[src/rtl/bitserial_accum.sv]
module bitserial_accum #(
  parameter int W = 8
) (
  input  logic         clk,
  input  logic         rst,
  input  logic         start,
  input  logic         clr_acc,
  input  logic         ser_in,
  output logic [W-1:0] acc,
  output logic         busy,
  output logic         done
);
  localparam int CW = $clog2(W + 1);

  logic [W-1:0]  addend;
  logic [CW-1:0] cnt;
  logic          carry;
  logic          x, y, sum, j_in, k_in, carry_nx;

  assign x        = acc[0];
  assign y        = addend[0];
  assign sum      = x ^ y ^ carry;
  assign j_in     = x & y;
  assign k_in     = ~x & ~y;
  assign carry_nx = j_in | (carry & ~k_in);
  assign busy     = cnt != '0;

  always_ff @(posedge clk) begin
    if (rst) begin
      acc    <= '0;
      addend <= '0;
      carry  <= 1'b0;
      cnt    <= '0;
      done   <= 1'b0;
    end else begin
      done <= 1'b0;
      if (busy) begin
        acc    <= {sum, acc[W-1:1]};
        addend <= {ser_in, addend[W-1:1]};
        carry  <= carry_nx;
        cnt    <= cnt - 1'b1;
        if (cnt == CW'(1)) done <= 1'b1;
      end else if (clr_acc) begin
        acc   <= '0;
        carry <= 1'b0;
      end else if (start) begin
        cnt   <= CW'(W);
        carry <= 1'b0;
      end
    end
  end

  a_r2_accept: assert property (@(posedge clk) disable iff (rst)
    (start && !busy && !clr_acc) |=> (busy && cnt == CW'(W) && carry == 1'b0));
  a_r2_done_pulse: assert property (@(posedge clk) disable iff (rst)
    done |=> !done);
  a_r2_done_after_busy: assert property (@(posedge clk) disable iff (rst)
    done |-> ($past(busy) && !busy));
  a_r3_shift_right: assert property (@(posedge clk) disable iff (rst)
    busy |=> (acc[W-2:0] == $past(acc[W-1:1])));
  a_r7_clear_idle: assert property (@(posedge clk) disable iff (rst)
    (clr_acc && !busy) |=> (acc == '0 && !busy));
  a_r8_start_busy: assert property (@(posedge clk) disable iff (rst)
    (busy && start) |=> (cnt == $past(cnt) - 1'b1));
endmodule

[config.mk]
export PLATFORM = sky130hd
export DESIGN_NAME = bitserial_accum
export DESIGN_NICKNAME = d
export VERILOG_FILES = /design/src/rtl/bitserial_accum.sv
export SDC_FILE = /design/constraint.sdc
export NUM_CORES = 1
export LEC_CHECK = 0
export CAP_MARGIN = 20
export CORE_ASPECT_RATIO = 0.9
export CORE_MARGIN = 2
export CORE_UTILIZATION = 35
export CTS_CLUSTER_DIAMETER = 80
export DETAILED_ROUTE_END_ITERATION = 7
export PLACE_DENSITY = 0.6
export SETUP_SLACK_MARGIN = 0.5
export SLEW_MARGIN = 5
export SYNTH_ARGS = -nofsm -noshare
export SYNTH_HDL_FRONTEND = slang
export SYNTH_SLANG_ARGS = --single-unit
[constraint.sdc]
create_clock -name clk -period 5.6 [get_ports clk]
set_clock_uncertainty 0.2 [all_clocks]
set_input_delay 1.68 -clock clk [delete_from_list [all_inputs] [get_ports clk]]
set_output_delay 1.68 -clock clk [all_outputs]
set_load 0.01 [all_outputs]
Word-level counts from Yosys, hierarchy flattened
Index checks and enable logic that the tools add are counted.

cells by class
  bitwise operators = 10
  reductions and logical operators = 6
  mux-type cells = 9
  equal/unequal tests = 2
  add/subtract/negate cells = 1

operator list
  cell                 number
  $mux 8               2
  $mux 4               3
  $eq 4x1->1 const B   1
  $mux 1               4
  $not 1->1            4
  $reduce_bool 2->1    2
  $reduce_bool 4->1    1
  $sub 4x1->4 const B  1
  $and 1x1->1          3
  $reduce_bool 3->1    1
  $ne 2x1->1 const B   1
  $reduce_and 2->1     1
  $reduce_or 2->1      1
  $xor 1x1->1          2
  $or 1x1->1           1

storage, ports and cells
  register bits = 22
  logic and storage cells = 33
  output and inout bits = 10

Longest topological paths before layout
Gate-level depths: netlist of the first run.

  word-level depth = 6
  mapped depth = 7

Worst setup path after synthesis of the first run
Ideal clock, no wire load.

  kind = flip-flop to output port
  from = register cnt[1]
  to = output busy
  data required time = 3720 ps
  stages on the path, launching flop included = 5
  path slack = 2550 ps
  arrival = 1170 ps
  cells stage by stage = dfxtp_1 > nor4_4 > inv_2 > buf_6 > clkbuf_1

on the way
  longest elaborated chain between the ends = 1

ends and longest elaborated chain
  what                    line  text
  start, declared         16    logic [CW-1:0] cnt;
  start signal, assigned  41    cnt <= cnt - 1'b1;
  start signal, assigned  47    cnt <= CW'(W);
  $reduce_bool 4->1       26    assign busy = cnt != '0;
  end, declared           10    output logic busy,

Every way passes these cells.

Worst setup path after layout of the first run
Same ends and word-level chain as after synthesis.

==> summary.txt, run 1 <==
Number of buffers created by CTS -> 3
CTS Buffer Depth -> 2
Total global routing overflow -> 0
Worst setup SP type -> flip-flop
Syn Inst Count -> 99
Yosys warnings -> 0
First-pass GRT wire length -> 2350 um
Die Y -> 50.9 um
Antenna diodes -> 0
Post-synth net total -> 105
Sequential share of the synthesized area -> 51.5%
Setup bufs post-CTS -> 0
Hold crit path type -> flip-flop to flip-flop
Post-Synth XOR/XNOR Area -> 0%
Post-Synth Adder-Cell Area -> 2.34%
Io pins -> 15
Slowest stage cell, crit path -> nor4_4
Final net count -> 118
Drt pass-1 iters -> 4
Post-synthesis mux area share -> 1.17%
Initial core utilization -> 38.1%
Placement Cell Area -> 998 um^2
Hold_buf cts -> 0
DP Wirelength -> 1050 um
Non-filler cells, final -> 138
Final Setup Violations -> 0
Residual DRC -> 0
Synth top area share -> 51.5%
Fin crit share -> 76.3%
LEAKAGE -> 0.328 nW
Compound-Gate Fraction of Synth Area -> 12.6%
Layout cells sized above 1 -> 5.41%
Number of global-route vias before repair -> 528
Critical R2R Capture -> carry$_SDFFE_PP0P_
Synth area leaders -> dfxtp_1 (52%), nand2_1 (11%), a21oi_1 (11%)
Crit. End Element -> output port
Ys flop type -> dfxtp_1
Max stage delay on crit path -> 800 ps
Tightest Pin Transition -> 856 ps
DR vias/cell -> 4.88
Area of the multi-input gates -> 369 um^2
CTS tree -> done
Synth Cell Area -> 855 um^2
Hold Vio Cnt, Final -> 0
FF-to-FF Start -> cnt[1]$_SDFFE_PP0P_
Critical-path maximum fanout -> 20
Global Route Usage Sum -> 11.0%
DR vias -> 673
Minimum clock period -> 4270 ps
Unique cell type count in the Yosys netlist -> 20
CP Cell Sequence -> nor4_4 -> inv_2 -> clkdlybuf4s50_1
FF+latch count, synth -> 22
Tot Pwr -> 0.000303 W
Status -> finished, final reports clean
Core area -> 2240 um^2
# H-tree levels -> 1
Hold path start -> addend[1]$_SDFFE_PP0N_
Clk_lat worst skew -> 300 ps
PD cells -> 292 nW/um^2
Post-synth EDFFs -> 0
Die area -> 2850 um^2
Hold depth -> 2
DR WL/cell -> 11.3 um
Crit path kind -> flip-flop to output port
Initial antenna violation count -> 0
Largest net degree at the start of global routing -> 24
Reg2Reg Depth -> 4
Pins Over Slew Limit -> 0
Critical Path RT -> 3720 ps
Sequential cell area -> 440 um^2
Critical path data arrival time -> 2390 ps
Iteration-0 DRC Markers -> 11
Post-Route WL -> 1560 um
Routability cong. -> 0.708
Max Cap Viol -> 0
Min-Delay Endpoint -> addend[1]$_SDFFE_PP0N_
TNS Setup -> 0 ps
Fill cells -> 235
Achievable frequency -> 234 MHz
Slew headroom -> 42.5%
Avg Inst Size Synth -> 8.63 um^2
FFs w/ async S/R, synth -> 0%
Simple-gate area share of the yosys netlist -> 27.1%
Max VDD drop -> 0.000163 V
Design area -> 1030 um^2
CTS Root Cell -> clkbuf_4
Reg2Reg Setup Slack -> 3170 ps
Clock slew at reported path FFs -> 110 ps
Area Growth Syn to Fin -> 21.1%
Post-CTS Resized -> 0
Placement Rows -> 16
Largest family of logic cells by synthesized area -> simple AND/OR/NAND/NOR gates
RSZ-0062 raised after global routing -> no
Final ANT Viol Nets -> 0
Die Wd -> 56.1 um
Port Buffer Count -> 14
Dominant cell type by area after synthesis -> dfxtp_1
Clock sinks -> 22
Dpl cells -> 134
-- worst max-delay path: cells and delay by family (launching register included) --
family | cells | cell delay (ps)
and+or+nand+nor | 1 | 800
DFF | 1 | 390
buffers and inverters | 2 | 900
-- per-stage QoR --
| step | utilization, % | hold WS, ps | worst slack, ps |
|---|---|---|---|
| 6_report | 46.1 | 263 | 1330 |
| 5_1_grt | 46.1 | 280 | 1150 |
| 4_1_cts | 46.1 | 262 | 1300 |
| 3_5_place_dp | 44.5 | 246 | 1650 |
| 3_3_place_gp | 44.5 | 243 | 1700 |
| 2_1_floorplan | - | 232 | 2550 |
-- metal layers --
layer	track usage [%]	share of wire, %
met3	5.57	5.8
met5	0	0
met1	14.8	50
met2	14.5	43
met4	4.76	1.7
-- kinds of logic after synthesis --
kind of cell	Yosys count
and+or+nand+nor	44
DFF	22
AOI/OAI and AO/OA	21
buffers and inverters	10
muxes	1
adders and majority gates	1
-- area by class of cell --
type | count | share of cell area (%)
Sequential cell | 22 | 42.6
Multi-Input combinational cell | 67 | 35.7
Timing Repair Buffer | 14 | 13.5
Clock buffer | 4 | 3.51
Tap cell | 27 | 3.26
Inverter | 4 | 1.45
-- registers in the layout (all words and copies together) (netlist names) --
register	cells
acc	8
addend	8
carry	1
cnt	4
done	1
-- worst max-delay path by stage --
stage / startpoint / cells after the start / to / slack (ps)
floorplan: cnt[1]$_SDFFE_PP0P_ / 4 / busy / 2550
global placement: cnt[1]$_SDFFE_PP0P_ / 3 / busy / 1700
detailed placement: cnt[1]$_SDFFE_PP0P_ / 3 / busy / 1650
CTS: cnt[1]$_SDFFE_PP0P_ / 3 / busy / 1300
global route: cnt[1]$_SDFFE_PP0P_ / 3 / busy / 1150
finish: cnt[1]$_SDFFE_PP0P_ / 3 / busy / 1330
-- placed cells by master, fill, tap and decap left out --
master and n:
a21oi_1 18, clkbuf_4 3, clkbuf_8 1, clkdlybuf4s50_1 14, dfxtp_1 22, fa_1 1, inv_1 3, inv_2 1
mux2i_1 1, nand2_1 25, nand2b_1 1, nand3b_1 7, nor2_1 3, nor3_1 3, nor3b_1 1, nor4_4 1
o21ai_0 2, o31ai_1 1, or3_1 1, or4_1 1, or4b_1 1
-- Yosys cell counts (2+ instances only) --
library cell and n:
nor3_1 3, nand2_1 25, a21oi_1 18, clkbuf_1 5
o21ai_0 2, inv_1 3, dfxtp_1 22, nor2_1 3
nand3b_1 7
-- where the power goes --
| group | total [W] | switching [W] | internal [W] |
|---|---|---|---|
| Sequential | 0.000169 | 0.00000682 | 0.000162 |
| Combinational | 0.0000497 | 0.0000332 | 0.0000165 |
| Clock | 0.0000843 | 0.0000446 | 0.0000397 |
Note: power is estimated with default switching activity, not from simulation.
==> run 2, diff against run 1 <==
clock period = 4.4 ns   (was 5.6 ns; I/O delays follow)
==> run 2 against run 1 <==
Against the previous run: hold slack lost 6.9 ps; non-clock buffer count rose by 1; first-iteration DRC count increased by 140%; sequential share of layout area increased by 0.26 points; setup slack worse by 360 ps; sequential cell count is the same; wire length grew 6.0%; sequential power is 27% higher; cell count unchanged; critical path type unchanged; largest cell class unchanged.
==> summary.txt, run 2 (synthesis gave the netlist of run 1 again) <==
Commonest non-fill, non-tap cells in the layout -> nand2_1 (25), dfxtp_1 (22), a21oi_1 (18) (unchanged)
Reg2Reg Depth -> 5 (was 4)
Fin crit share -> 78.1%
Iteration-0 DRC Markers -> 26 (was 11)
Die Y -> 50.9 um (unchanged)
Fill cells -> 236 (was 235)
LEAKAGE -> 0.325 nW (was 0.328 nW)
Hold path start -> addend[3]$_SDFFE_PP0N_ (was addend[1]$_SDFFE_PP0N_)
CTS tree -> done (unchanged)
Tightest Pin Transition -> 807 ps (was 856 ps)
Global Route Usage Sum -> 12.0% (was 11.0%)
Crit path kind -> flip-flop to output port (unchanged)
Min-Delay Endpoint -> addend[3]$_SDFFE_PP0N_ (was addend[1]$_SDFFE_PP0N_)
Pre-CTS WS -> 1230 ps (was 1650 ps)
Area Growth Syn to Fin -> 20.4% (was 21.1%)
Crit. End Element -> output port (unchanged)
Status -> finished, final reports clean (unchanged)
DR vias -> 683 (was 673)
DP Wirelength -> 1130 um (was 1050 um)
Number of global-route vias before repair -> 624 (was 528)
Layout cells sized above 1 -> 5.41% (unchanged)
Achievable frequency -> 291 MHz
Number of buffers created by CTS -> 3 (unchanged)
Min Hold Slack -> 256 ps (was 263 ps)
RSZ-0062 raised after global routing -> no (unchanged)
Post-CTS Resized -> 0 (unchanged)
Critical-path maximum fanout -> 20 (unchanged)
Die Wd -> 56.1 um (unchanged)
DR WL/cell -> 12.0 um (was 11.3 um)
Initial antenna violation count -> 0 (unchanged)
Hold crit path type -> flip-flop to flip-flop (unchanged)
Reg2Reg Setup Slack -> 2430 ps (was 3170 ps)
Total global routing overflow -> 0 (unchanged)
Hold Vio Cnt, Final -> 0 (unchanged)
Clock sinks -> 22 (unchanged)
First-pass GRT wire length -> 2660 um (was 2350 um)
Die area -> 2850 um^2 (unchanged)
CTS Buffer Depth -> 2 (unchanged)
Max VDD drop -> 0.000223 V (was 0.000163 V)
Finished Core Util -> 45.9% (was 46.1%)
Antenna diodes -> 0 (unchanged)
Pins Over Slew Limit -> 0 (unchanged)
Minimum clock period -> 3440 ps
Drt pass-1 iters -> 4 (unchanged)
Post-Route WL -> 1660 um (was 1560 um)
PD cells -> 359 nW/um^2 (was 292 nW/um^2)
Area of the multi-input gates -> 369 um^2 (unchanged)
Core area -> 2240 um^2 (unchanged)
Hold depth -> 2 (unchanged)
Setup ws final -> 962 ps (was 1330 ps)
Largest net degree at the start of global routing -> 24 (unchanged)
Critical Path RT -> 2880 ps (was 3720 ps)
Routability cong. -> 0.747 (was 0.708)
Final Setup Violations -> 0 (unchanged)
FF-to-FF Start -> cnt[1]$_SDFFE_PP0P_ (unchanged)
Setup bufs post-CTS -> 0 (unchanged)
DR vias/cell -> 4.95 (was 4.88)
Slew headroom -> 46.0% (was 42.5%)
Biggest registers after layout -> acc x8, addend x8, cnt x4 (unchanged)
Port Buffer Count -> 14 (unchanged)
Final ANT Viol Nets -> 0 (unchanged)
CTS Root Cell -> clkbuf_4 (unchanged)
Placement Rows -> 16 (unchanged)
Initial core utilization -> 38.1% (unchanged)
Hold_buf cts -> 0 (unchanged)
Io pins -> 15 (unchanged)
Critical R2R Capture -> acc[7]$_SDFFE_PP0P_ (was carry$_SDFFE_PP0P_)
Clock slew at reported path FFs -> 110 ps (about the same)
Residual DRC -> 0 (unchanged)
Sequential cell area -> 440 um^2 (unchanged)
Final net count -> 119 (was 118)
Commonest non-fill, non-tap cell in the layout -> nand2_1 (unchanged)
TNS Setup -> 0 ps (unchanged)
Worst setup SP type -> flip-flop (unchanged)
Critical path data arrival time -> 1920 ps (was 2390 ps)
Max Cap Viol -> 0 (unchanged)
# H-tree levels -> 1 (unchanged)
Clk_lat worst skew -> 300 ps (about the same)
[run 2: changes by cell type in the layout (fill, tap and decap cells not counted)]
cell,before,now
buf_4,0,1
clkbuf_8,1,0
[run 2: per-layer routing]
| layer | global-route usage [%] | vias up | part of all wire, % | wire [um] |
|---|---|---|---|---|
| met3 | 5.57 | 0 | 4.8 | 79 |
| met2 | 20.4 | 12 | 49 | 806 |
| li1 | - | 353 | - | - |
| met1 | 14.1 | 318 | 46 | 769 |
| met5 | 0 | - | 0 | 0 |
| met4 | 2.38 | 0 | 0 | 0 |
[run 2: final cells by class]
| type | count | share of cell area (%) |
|---|---|---|
| multi-input combinational | 67 | 35.9 |
| inverter | 4 | 1.46 |
| clock buffer | 3 | 2.19 |
| sequential | 22 | 42.8 |
| tap | 27 | 3.28 |
| timing repair buffer | 15 | 14.4 |
[run 2: worst max path at each step]
| stage | startpoint | slack [ps] | end |
|---|---|---|---|
| after floorplan | cnt[1]$_SDFFE_PP0P_ | 1710 | busy |
| after global placement | rst | 1260 | acc[7]$_SDFFE_PP0P_ |
| after detailed placement | rst | 1230 | acc[7]$_SDFFE_PP0P_ |
| after CTS | cnt[1]$_SDFFE_PP0P_ | 940 | busy |
| after global routing | cnt[1]$_SDFFE_PP0P_ | 850 | busy |
| final | cnt[1]$_SDFFE_PP0P_ | 960 | busy |
[run 2: worst max-delay path, stage by stage (launching register included)]
cell and delay (ps):
dfxtp_1 390, nor4_4 280, buf_4 250, inv_2 170
clkdlybuf4s50_1 510
[run 2: through the flow]
step / std cells / power [W] / area [um^2]
floorplan: 99 / 0.000268 / 855
global placement: 135 / 0.000286 / 1010
detailed placement: 135 / 0.000287 / 1010
CTS: 138 / 0.000375 / 1030
global route: 138 / 0.000391 / 1030
finish: 138 / 0.000369 / 1030
[run 2: where the power goes]
group	internal, W	leakage (nW)	switching [W]
clock	0.0000319	0.0138	0.0000555
sequential	0.000206	0.178	0.00000918
combinational	0.0000243	0.134	0.0000420
total	0.000262	0.325	0.000107
